## src/rtl/scl_timing_pkg.sv

```systemverilog
package scl_timing_pkg;

  typedef enum logic [1:0] {
    PH_IDLE = 2'd0,
    PH_LOW  = 2'd1,
    PH_HIGH = 2'd2
  } phase_t;

  localparam logic [1:0] MODE_STD  = 2'd0;
  localparam logic [1:0] MODE_FAST = 2'd1;

endpackage

```

## src/rtl/scl_span_calc.sv

```systemverilog
module scl_span_calc
  import scl_timing_pkg::*;
#(
  parameter int BAUD_W  = 16,
  parameter int SETUP_W = 16,
  parameter int CW      = 18
) (
  input  logic [1:0]         speed_mode,
  input  logic [BAUD_W-1:0]  baud,
  input  logic [SETUP_W-1:0] setup,
  output logic [CW-1:0]      low_span,
  output logic [CW-1:0]      high_span,
  output logic [CW-1:0]      settle_span,
  output logic [CW-1:0]      mid_point,
  output logic               baud_ok
);

  // Only code 1 selects the three-part period; every other code falls back.
  function automatic logic pick_fast(input logic [1:0] m);
    return (m == MODE_FAST);
  endfunction

  function automatic logic [CW-1:0] span_low(input logic [BAUD_W-1:0] b,
                                             input logic f);
    return f ? (CW'(b) << 1) : CW'(b);
  endfunction

  function automatic logic [CW-1:0] span_settle(input logic [BAUD_W-1:0] b,
                                                input logic [SETUP_W-1:0] s);
    return CW'(b) + CW'(s);
  endfunction

  logic fast_sel;

  always_comb begin
    fast_sel    = pick_fast(speed_mode);
    low_span    = span_low(baud, fast_sel);
    high_span   = CW'(baud);
    settle_span = span_settle(baud, setup);
    mid_point   = low_span >> 1;
    baud_ok     = (baud != '0);
  end

endmodule

```

## src/rtl/scl_phase_fsm.sv

```systemverilog
module scl_phase_fsm
  import scl_timing_pkg::*;
#(
  parameter int CW = 18
) (
  input  logic          clk,
  input  logic          rst_n,
  input  logic          run,
  input  logic          line_hi,
  input  logic [CW-1:0] low_span,
  input  logic [CW-1:0] high_span,
  input  logic [CW-1:0] settle_span,
  output phase_t        phase_q,
  output logic [CW-1:0] cnt_q,
  output logic          stretched_q,
  output logic          low_end,
  output logic          high_end,
  output logic          hold_evt
);

  phase_t        ph_d;
  logic [CW-1:0] cnt_d;
  logic          str_d;
  logic [CW-1:0] high_goal;

  // Named events for the checker and for readability.
  always_comb begin
    high_goal = stretched_q ? settle_span : high_span;
    low_end   = (phase_q == PH_LOW) && (cnt_q >= low_span - CW'(1));
    hold_evt  = (phase_q == PH_HIGH) && !line_hi;
    high_end  = (phase_q == PH_HIGH) && line_hi && (cnt_q >= high_goal - CW'(1));
  end

  always_comb begin
    ph_d  = phase_q;
    cnt_d = cnt_q;
    str_d = stretched_q;
    if (!run) begin
      ph_d  = PH_IDLE;
      cnt_d = '0;
      str_d = 1'b0;
    end else begin
      case (phase_q)
        PH_IDLE: begin
          ph_d  = PH_LOW;
          cnt_d = '0;
          str_d = 1'b0;
        end
        PH_LOW: begin
          if (low_end) begin
            ph_d  = PH_HIGH;
            cnt_d = '0;
            str_d = 1'b0;
          end else begin
            cnt_d = cnt_q + CW'(1);
          end
        end
        PH_HIGH: begin
          if (hold_evt) begin
            cnt_d = '0;
            str_d = 1'b1;
          end else if (high_end) begin
            ph_d  = PH_LOW;
            cnt_d = '0;
            str_d = 1'b0;
          end else begin
            cnt_d = cnt_q + CW'(1);
          end
        end
        default: begin
          ph_d  = PH_IDLE;
          cnt_d = '0;
          str_d = 1'b0;
        end
      endcase
    end
  end

  always_ff @(posedge clk) begin
    if (!rst_n) begin
      phase_q     <= PH_IDLE;
      cnt_q       <= '0;
      stretched_q <= 1'b0;
    end else begin
      phase_q     <= ph_d;
      cnt_q       <= cnt_d;
      stretched_q <= str_d;
    end
  end

endmodule

```

## src/rtl/scl_strobe_gen.sv

```systemverilog
module scl_strobe_gen
  import scl_timing_pkg::*;
#(
  parameter int CW = 18
) (
  input  phase_t        phase_q,
  input  logic [CW-1:0] cnt_q,
  input  logic          stretched_q,
  input  logic [CW-1:0] mid_point,
  output logic          scl_drive,
  output logic          low_pulse,
  output logic          high_pulse,
  output logic          data_pulse
);

  always_comb begin
    scl_drive  = (phase_q != PH_LOW);
    low_pulse  = (phase_q == PH_LOW) && (cnt_q == '0);
    high_pulse = (phase_q == PH_HIGH) && (cnt_q == '0) && !stretched_q;
    data_pulse = (phase_q == PH_LOW) && (cnt_q == mid_point);
  end

endmodule

```

## src/rtl/scl_timing_gen.sv

```systemverilog
module scl_timing_gen
  import scl_timing_pkg::*;
#(
  parameter int BAUD_W  = 16,
  parameter int SETUP_W = 16
) (
  input  logic               clk,
  input  logic               rst_n,
  input  logic               enable,
  input  logic [1:0]         speed_mode,
  input  logic [BAUD_W-1:0]  baud_cnt,
  input  logic [SETUP_W-1:0] setup_cnt,
  input  logic               scl_in,
  output logic               scl_out,
  output logic               low_strobe,
  output logic               high_strobe,
  output logic               data_strobe
);

  // Room for twice the baud count and for baud plus setup, with one spare bit.
  localparam int SPAN_W = (BAUD_W + 1 > SETUP_W) ? BAUD_W + 1 : SETUP_W;
  localparam int CW     = SPAN_W + 1;

  logic [CW-1:0] low_span;
  logic [CW-1:0] high_span;
  logic [CW-1:0] settle_span;
  logic [CW-1:0] mid_point;
  logic          baud_ok;
  logic          run;
  phase_t        phase_q;
  logic [CW-1:0] cnt_q;
  logic          stretched_q;
  logic          low_end;
  logic          high_end;
  logic          hold_evt;

  assign run = enable && baud_ok;

  scl_span_calc #(
    .BAUD_W (BAUD_W),
    .SETUP_W(SETUP_W),
    .CW     (CW)
  ) u_span (
    .speed_mode (speed_mode),
    .baud       (baud_cnt),
    .setup      (setup_cnt),
    .low_span   (low_span),
    .high_span  (high_span),
    .settle_span(settle_span),
    .mid_point  (mid_point),
    .baud_ok    (baud_ok)
  );

  scl_phase_fsm #(
    .CW(CW)
  ) u_fsm (
    .clk        (clk),
    .rst_n      (rst_n),
    .run        (run),
    .line_hi    (scl_in),
    .low_span   (low_span),
    .high_span  (high_span),
    .settle_span(settle_span),
    .phase_q    (phase_q),
    .cnt_q      (cnt_q),
    .stretched_q(stretched_q),
    .low_end    (low_end),
    .high_end   (high_end),
    .hold_evt   (hold_evt)
  );

  scl_strobe_gen #(
    .CW(CW)
  ) u_strobe (
    .phase_q    (phase_q),
    .cnt_q      (cnt_q),
    .stretched_q(stretched_q),
    .mid_point  (mid_point),
    .scl_drive  (scl_out),
    .low_pulse  (low_strobe),
    .high_pulse (high_strobe),
    .data_pulse (data_strobe)
  );

endmodule

```

## config.mk

```make
export PLATFORM = sky130hd
export DESIGN_NAME = scl_timing_gen
export DESIGN_NICKNAME = d
export VERILOG_FILES = /design/src/rtl/scl_timing_pkg.sv /design/src/rtl/scl_span_calc.sv /design/src/rtl/scl_phase_fsm.sv /design/src/rtl/scl_strobe_gen.sv /design/src/rtl/scl_timing_gen.sv
export SDC_FILE = /design/constraint.sdc
export NUM_CORES = 1
export LEC_CHECK = 0
export BUFFER_PORTS_ARGS = -buffer_cell sky130_fd_sc_hd__buf_4
export CAP_MARGIN = 20
export CORE_MARGIN = 1.5
export CORE_UTILIZATION = 61
export DETAILED_ROUTE_END_ITERATION = 8
export GPL_ROUTABILITY_DRIVEN = 1
export PLACE_DENSITY = 0.82
export SYNTH_ARGS = -nofsm -noshare
export SYNTH_HDL_FRONTEND = slang
export SYNTH_SLANG_ARGS = --single-unit
```

## constraint.sdc

```tcl
create_clock -name clk -period 8.68 [get_ports clk]
set_input_delay 1.736 -clock clk [delete_from_list [all_inputs] [get_ports clk]]
set_output_delay 1.736 -clock clk [all_outputs]
set_load 0.1 [all_outputs]
```

==> results of run 1 <==
critical path, delay by kind of cell:
family,cells,cell delay (ns)
simple gates,12,2.49
compound gates,3,1.01
fa+ha+maj,2,0.58
buf+inv,2,0.41
mux,1,0.26
xor+xnor,1,0.13
cells by family (layout without fill, tap and decap cells):
logic type,Yosys count,count (layout),synth area share [%]
and+or+nand+nor,216,216,26.57
AOI/OAI and AO/OA,134,134,22.67
xor gates and xnor gates,69,69,14.15
adders and majority gates,61,61,18.04
buffers and inverters,52,66,5.389
DFF,21,21,9.842
muxes,14,14,3.339
worst paths after layout:
kind	from	endpoint	slack (ns)	depth (start not counted)
max	speed_mode[1]	u_fsm.cnt_q[14]	2.19	21
min	u_fsm.phase_q[0]	u_fsm.phase_q[0]	0.51	2
min reg2reg	u_fsm.phase_q[0]	u_fsm.phase_q[0]	0.51	2
max reg2reg	u_fsm.stretched_q	u_fsm.cnt_q[14]	4.11	17
cell usage in the layout, fill, tap and decap left out, types with 4 or more instances in the layout:
| master | instances |
|---|---|
| a21o_1 | 17 |
| inv_1 | 18 |
| nand4_1 | 14 |
| xnor2_1 | 39 |
| nand3_1 | 20 |
| nor3_1 | 9 |
| ha_1 | 60 |
| nor2_1 | 57 |
| o21a_1 | 6 |
| mux2i_1 | 12 |
| and2_1 | 5 |
| and3_1 | 11 |
| a211oi_1 | 5 |
| buf_4 | 44 |
| a21oi_1 | 35 |
| nand2b_1 | 12 |
| o211ai_1 | 5 |
| nand2_1 | 46 |
| dfxtp_1 | 21 |
| xor2_1 | 30 |
| nor2b_1 | 4 |
| or3_1 | 7 |
| o21ai_0 | 24 |
| nor4_1 | 6 |
power by group:
group	switching [mW]	total, mW	internal [mW]
clock	0.0310	0.0638	0.0327
combinational	0.0975	0.163	0.0653
sequential	0.000873	0.0979	0.0970
layout make-up:
cell class | instances | share of cell area (%)
sequential | 21 | 9.125
multi-input combinational | 494 | 78.65
inverter | 18 | 1.467
clock buffer | 4 | 0.9777
timing repair buffer | 44 | 7.170
tap | 96 | 2.607
layer usage:
layer	track usage [%]	share of wire [%]
met2	50.85	47
met1	38.14	46
met3	1.429	4.6
met5	0	0
met4	8.798	2.2
state kept, by name, summed over array words and instances (netlist names):
signal             count
u_fsm.stretched_q      1
u_fsm.cnt_q           18
u_fsm.phase_q          2
==> results.md, run 1 <==
- Status: complete, no violations
- Total design power: 0.3245 mW
- GRT Total Usage: 28.96%
- Max H-tree Level: 1
- First DRT Iteration DRCs: 275
- Max-slew violations: 0
- Top cells by count, synth: 60 x ha_1, 57 x nor2_1, 46 x nand2_1
- Synth Warn #: 0
- Clk_lat worst skew: 0.26 ns
- Post-Synthesis Cell Area: 4272 um^2
- Fin. Hold Viols: 0
- HP Class: flip-flop to flip-flop
- Mapped Nets: 666
- Worst EP arrival: 6.62 ns
- First-pass GRT wire length: 17770 um
- Crit path max fanout: 26
- Setup CP Type: input port to flip-flop
- Drc violations: 0
- Total gr overflow: 0
- Worst-Margin Slew: 0.6890 ns
- Post CTS Setup Buffer Count: 0
- Unrepaired setup endpoints after global routing: false
- Period minus WS final: 6.490 ns
- Filler instances: 595
- Vias: 4190
- Vias in the first global route: 3932
- Post-Route WL: 10750 um
- Ys flop type: dfxtp_1
- Final core occ: 67.81%
- Slew headroom: 54.01%
- CTS Sinks: 21
- Core ar.: 6794 um^2
- Share of layout cells above drive strength 1: 12.22%
- Crit share post-route: 74.77%
- ANT nets after route: 0
- Number of distinct library cells after synthesis: 72
- Reg clk slew, reported paths: 0.08 ns
- Via/cell ratio: 6.189
- # diodes: 0
- CP required: 8.81 ns
- TritonCTS clock tree: built
- Pwr Density: 70.43 nW/um^2
- Lkg Pwr: 1.974 nW
- Root Buffer: clkbuf_8
- Largest net degree at the start of global routing: 33
- Final Instance Area: 4607 um^2
- Post-DP HPWL: 8608 um
- Full die area: 7513 um^2
- Inserted Clock Buffers: 3
- Kind of end point of the critical path: flip-flop
- Final GP Congestion: 0.8685
- MaxCap Viol Count: 0
- Pre-CTS WS: 2.006 ns
- Sequential share of the synthesized area: 9.842%
- CTS hold repair buffers: 0
- Yosys reg bits: 21
- Die Height: 86.68 um
- Area of the multi-input gates: 3623 um^2
- Routed wire per std cell: 15.88 um
- Clock Path Buffers: 2
- IO Port Bufs: 41
- # rows: 30
- Clock Skew: 0.007250 ns
- Placed cells: 673
- Register area: 420.4 um^2
- Ports: 42
- Async set or reset register ratio after synthesis: 0%
- Slowest stage delay, CP: 0.50 ns
- Dpl cell area: 4562 um^2
- Largest cells by area after synthesis: ha_1 18%, dfxtp_1 9.8%, xnor2_1 8.0%
- Max IR drop VDD: 0.04727 mV
- Setup total negative slack: 0 ns
- Final hold slack: 0.5108 ns
- Final setup fails: 0
- EDFF count, synth: 0
- Syn avg cell area: 7.534 um^2
- Cells after synthesis: 567
- F_max: 154.1 MHz
- Post-CTS Resized: 0
- Cell type with the highest aggregate area in the netlist: ha_1
- Post-layout nets: 681
- Initial antenna violation count: 0
- Crit-path slowest cell: nor4_1
- Critical Path Source Type: input port
- Final WS setup: 2.190 ns
- Initial core utilization: 62.87%
- Final cell count without fillers: 677
- Area delta synth->final: 7.850%
- Worst path cell trace: buf_4 > nor2b_2 > buf_4 > nor2_1 > a21oi_1 > ha_1 > nand2b_1 > nor4_1 > nand4_1 > nand3b_1 > nand2b_1 > or3_1 > xnor2_1 > mux2_2 > ha_1 > and4_1 > nand3_1 > nor4_1 > o22ai_1 > o211ai_4 > nor2_1
- Cell with the most instances after synthesis: ha_1
- Synth top area share: 17.57%
- Die width: 86.68 um
- First-pass DRT Iterations: 5
Note: power is estimated with default switching activity, not from simulation.
==> inputs of run 2 (changes only) <==
==> constraint.sdc (replaced) <==
create_clock -name clk -period 6 [get_ports clk]
set_input_delay 1.2 -clock clk [delete_from_list [all_inputs] [get_ports clk]]
set_output_delay 1.2 -clock clk [all_outputs]
set_load 0.1 [all_outputs]
==> run 2 against run 1 <==
Against the previous run: register-to-register slack lost 2.5 ns; first-iteration DRC count grew 35%; critical path depth is the same; cell area grew 0.65%; non-clock buffer count grew 3; largest cell class unchanged; clock skew shrank 0.0059 ns; clock power grew 45%; power grew 45%; global-route usage grew 0.60 points; sequential share of layout area shrank 0.059 points; cell count grew 0.44%; critical path type unchanged.
==> results.md, run 2 (synthesis gave the netlist of run 1 again) <==
- Status: complete, no violations
- Worst r2r src: u_fsm.stretched_q
- Slew headroom: 48.51%
- Hold depth: 2
- CTS Sinks: 21
- CP required: 6.15 ns
- Placed cells: 676
- Worst path cell trace: buf_4 > ha_1 > inv_1 > fa_1 > nand2b_1 > a211oi_4 > o21ai_0 > a31oi_2 > nand4_2 > nor4_2 > nand2_1 > or3b_1 > ha_1 > nand3_1 > nor3_1 > nand2_1 > o21ai_0 > nor3b_1 > o211ai_4 > buf_4 > nor2_1
- Pre-CTS WS: 0.001944 ns
- Post-Route WL: 10750 um
- Fin. Hold Viols: 0
- Routed wire per std cell: 15.81 um
- Lkg Pwr: 1.988 nW
- Dpl cell area: 4584 um^2
- Max-slew violations: 0
- Share of layout cells above drive strength 1: 12.67%
- Crit share post-route: 94.44%
- HP Class: flip-flop to flip-flop
- Die width: 86.68 um
- Root Buffer: clkbuf_8
- MaxCap Viol Count: 0
- Period minus WS final: 5.666 ns
- GRT Total Usage: 29.56%
- CTS hold repair buffers: 0
- # diodes: 0
- Final setup fails: 0
- Clock Path Buffers: 2
- Critical Path Source Type: input port
- Max FFs per register: 18
- Via/cell ratio: 6.228
- Post-CTS Resized: 0
- Kind of end point of the critical path: flip-flop
- Inserted Clock Buffers: 3
- Crit path max fanout: 18
- Top Registers: u_fsm.cnt_q: 18 flops, u_fsm.phase_q: 2 flops, u_fsm.stretched_q: 1 flops
- First-pass DRT Iterations: 5
- Core ar.: 6794 um^2
- ANT nets after route: 0
- Worst EP arrival: 5.82 ns
- Setup CP Type: input port to flip-flop
- Register area: 420.4 um^2
- Worst Setup SP: baud_cnt[0]
- Ports: 42
- Vias: 4235
- Total gr overflow: 0
- Largest net degree at the start of global routing: 32
- Unrepaired setup endpoints after global routing: false
- First DRT Iteration DRCs: 370
- Hold Path Origin: u_fsm.phase_q[0]
- Total design power: 0.4714 mW
- Die Height: 86.68 um
- Commonest non-fill, non-tap cell in the layout: ha_1
- Clock Skew: 0.001374 ns
- Reg clk slew, reported paths: 0.07 ns
- Initial core utilization: 62.87%
- Area delta synth->final: 8.553%
- Post-layout nets: 684
- Worst-Margin Slew: 0.7529 ns
- Max H-tree Level: 1
- Slowest stage delay, CP: 0.40 ns
- Drc violations: 0
- Initial antenna violation count: 0
- Final core occ: 68.25%
- Final hold slack: 0.5214 ns
- Clk_lat worst skew: 0.26 ns
- Most frequent cells in the layout: 60 x ha_1, 57 x nor2_1, 47 x buf_4
- Final cell count without fillers: 680
- F_max: 176.5 MHz
- Vias in the first global route: 3986
- Post CTS Setup Buffer Count: 0
- First-pass GRT wire length: 18020 um
- # rows: 30
- Final WS setup: 0.3337 ns
- Post-DP HPWL: 8660 um
- IO Port Bufs: 41
- Pwr Density: 101.7 nW/um^2
- Final Instance Area: 4637 um^2
- Biggest register: u_fsm.cnt_q
- Full die area: 7513 um^2
- Worst R2R Path Depth: 17
- Area of the multi-input gates: 3631 um^2
- TritonCTS clock tree: built
- Max IR drop VDD: 0.07716 mV
- Crit-path slowest cell: fa_1
- Filler instances: 583
- Final GP Congestion: 0.8897
- Setup total negative slack: 0 ns
[run 2: cell count changes in the layout (fill, tap and decap cells not counted), sizes merged]
| cell | delta |
|---|---|
| buf | +3 |
[run 2: critical path: cells and delay by family]
family | cells | cell delay (ns)
and+or+nand+nor | 10 | 2.00
AOI/OAI and AO/OA | 5 | 1.28
adders and majority gates | 3 | 0.89
buffers and inverters | 3 | 0.42
[run 2: cell type report]
cell class	count	area share (%)
clock buffer	4	0.9714
tap	96	2.590
inverter	18	1.457
multi-input combinational	494	78.31
timing repair buffer	47	7.609
sequential	21	9.066
[run 2: path summary, 6_finish.rpt]
path | slack (ns) | endpoint
worst max register to register | 1.63 | u_fsm.cnt_q[7]
worst min register to register | 0.52 | u_fsm.phase_q[0]
worst min-delay path | 0.52 | u_fsm.phase_q[0]
worst max-delay path | 0.33 | u_fsm.cnt_q[7]
[run 2: per-layer routing]
layer,track usage (%),part of all wire (%),vias to the layer above
met3,1.429,5.2,20
li1,-,-,2089
met4,8.358,1.8,0
met2,52.06,48,133
met5,0,0,-
met1,39.09,45,1993
[run 2: power breakdown]
group	total, mW	internal, mW	switching (mW)
Combinational	0.237	0.0959	0.141
Clock	0.0926	0.0473	0.0453
Sequential	0.142	0.140	0.00129
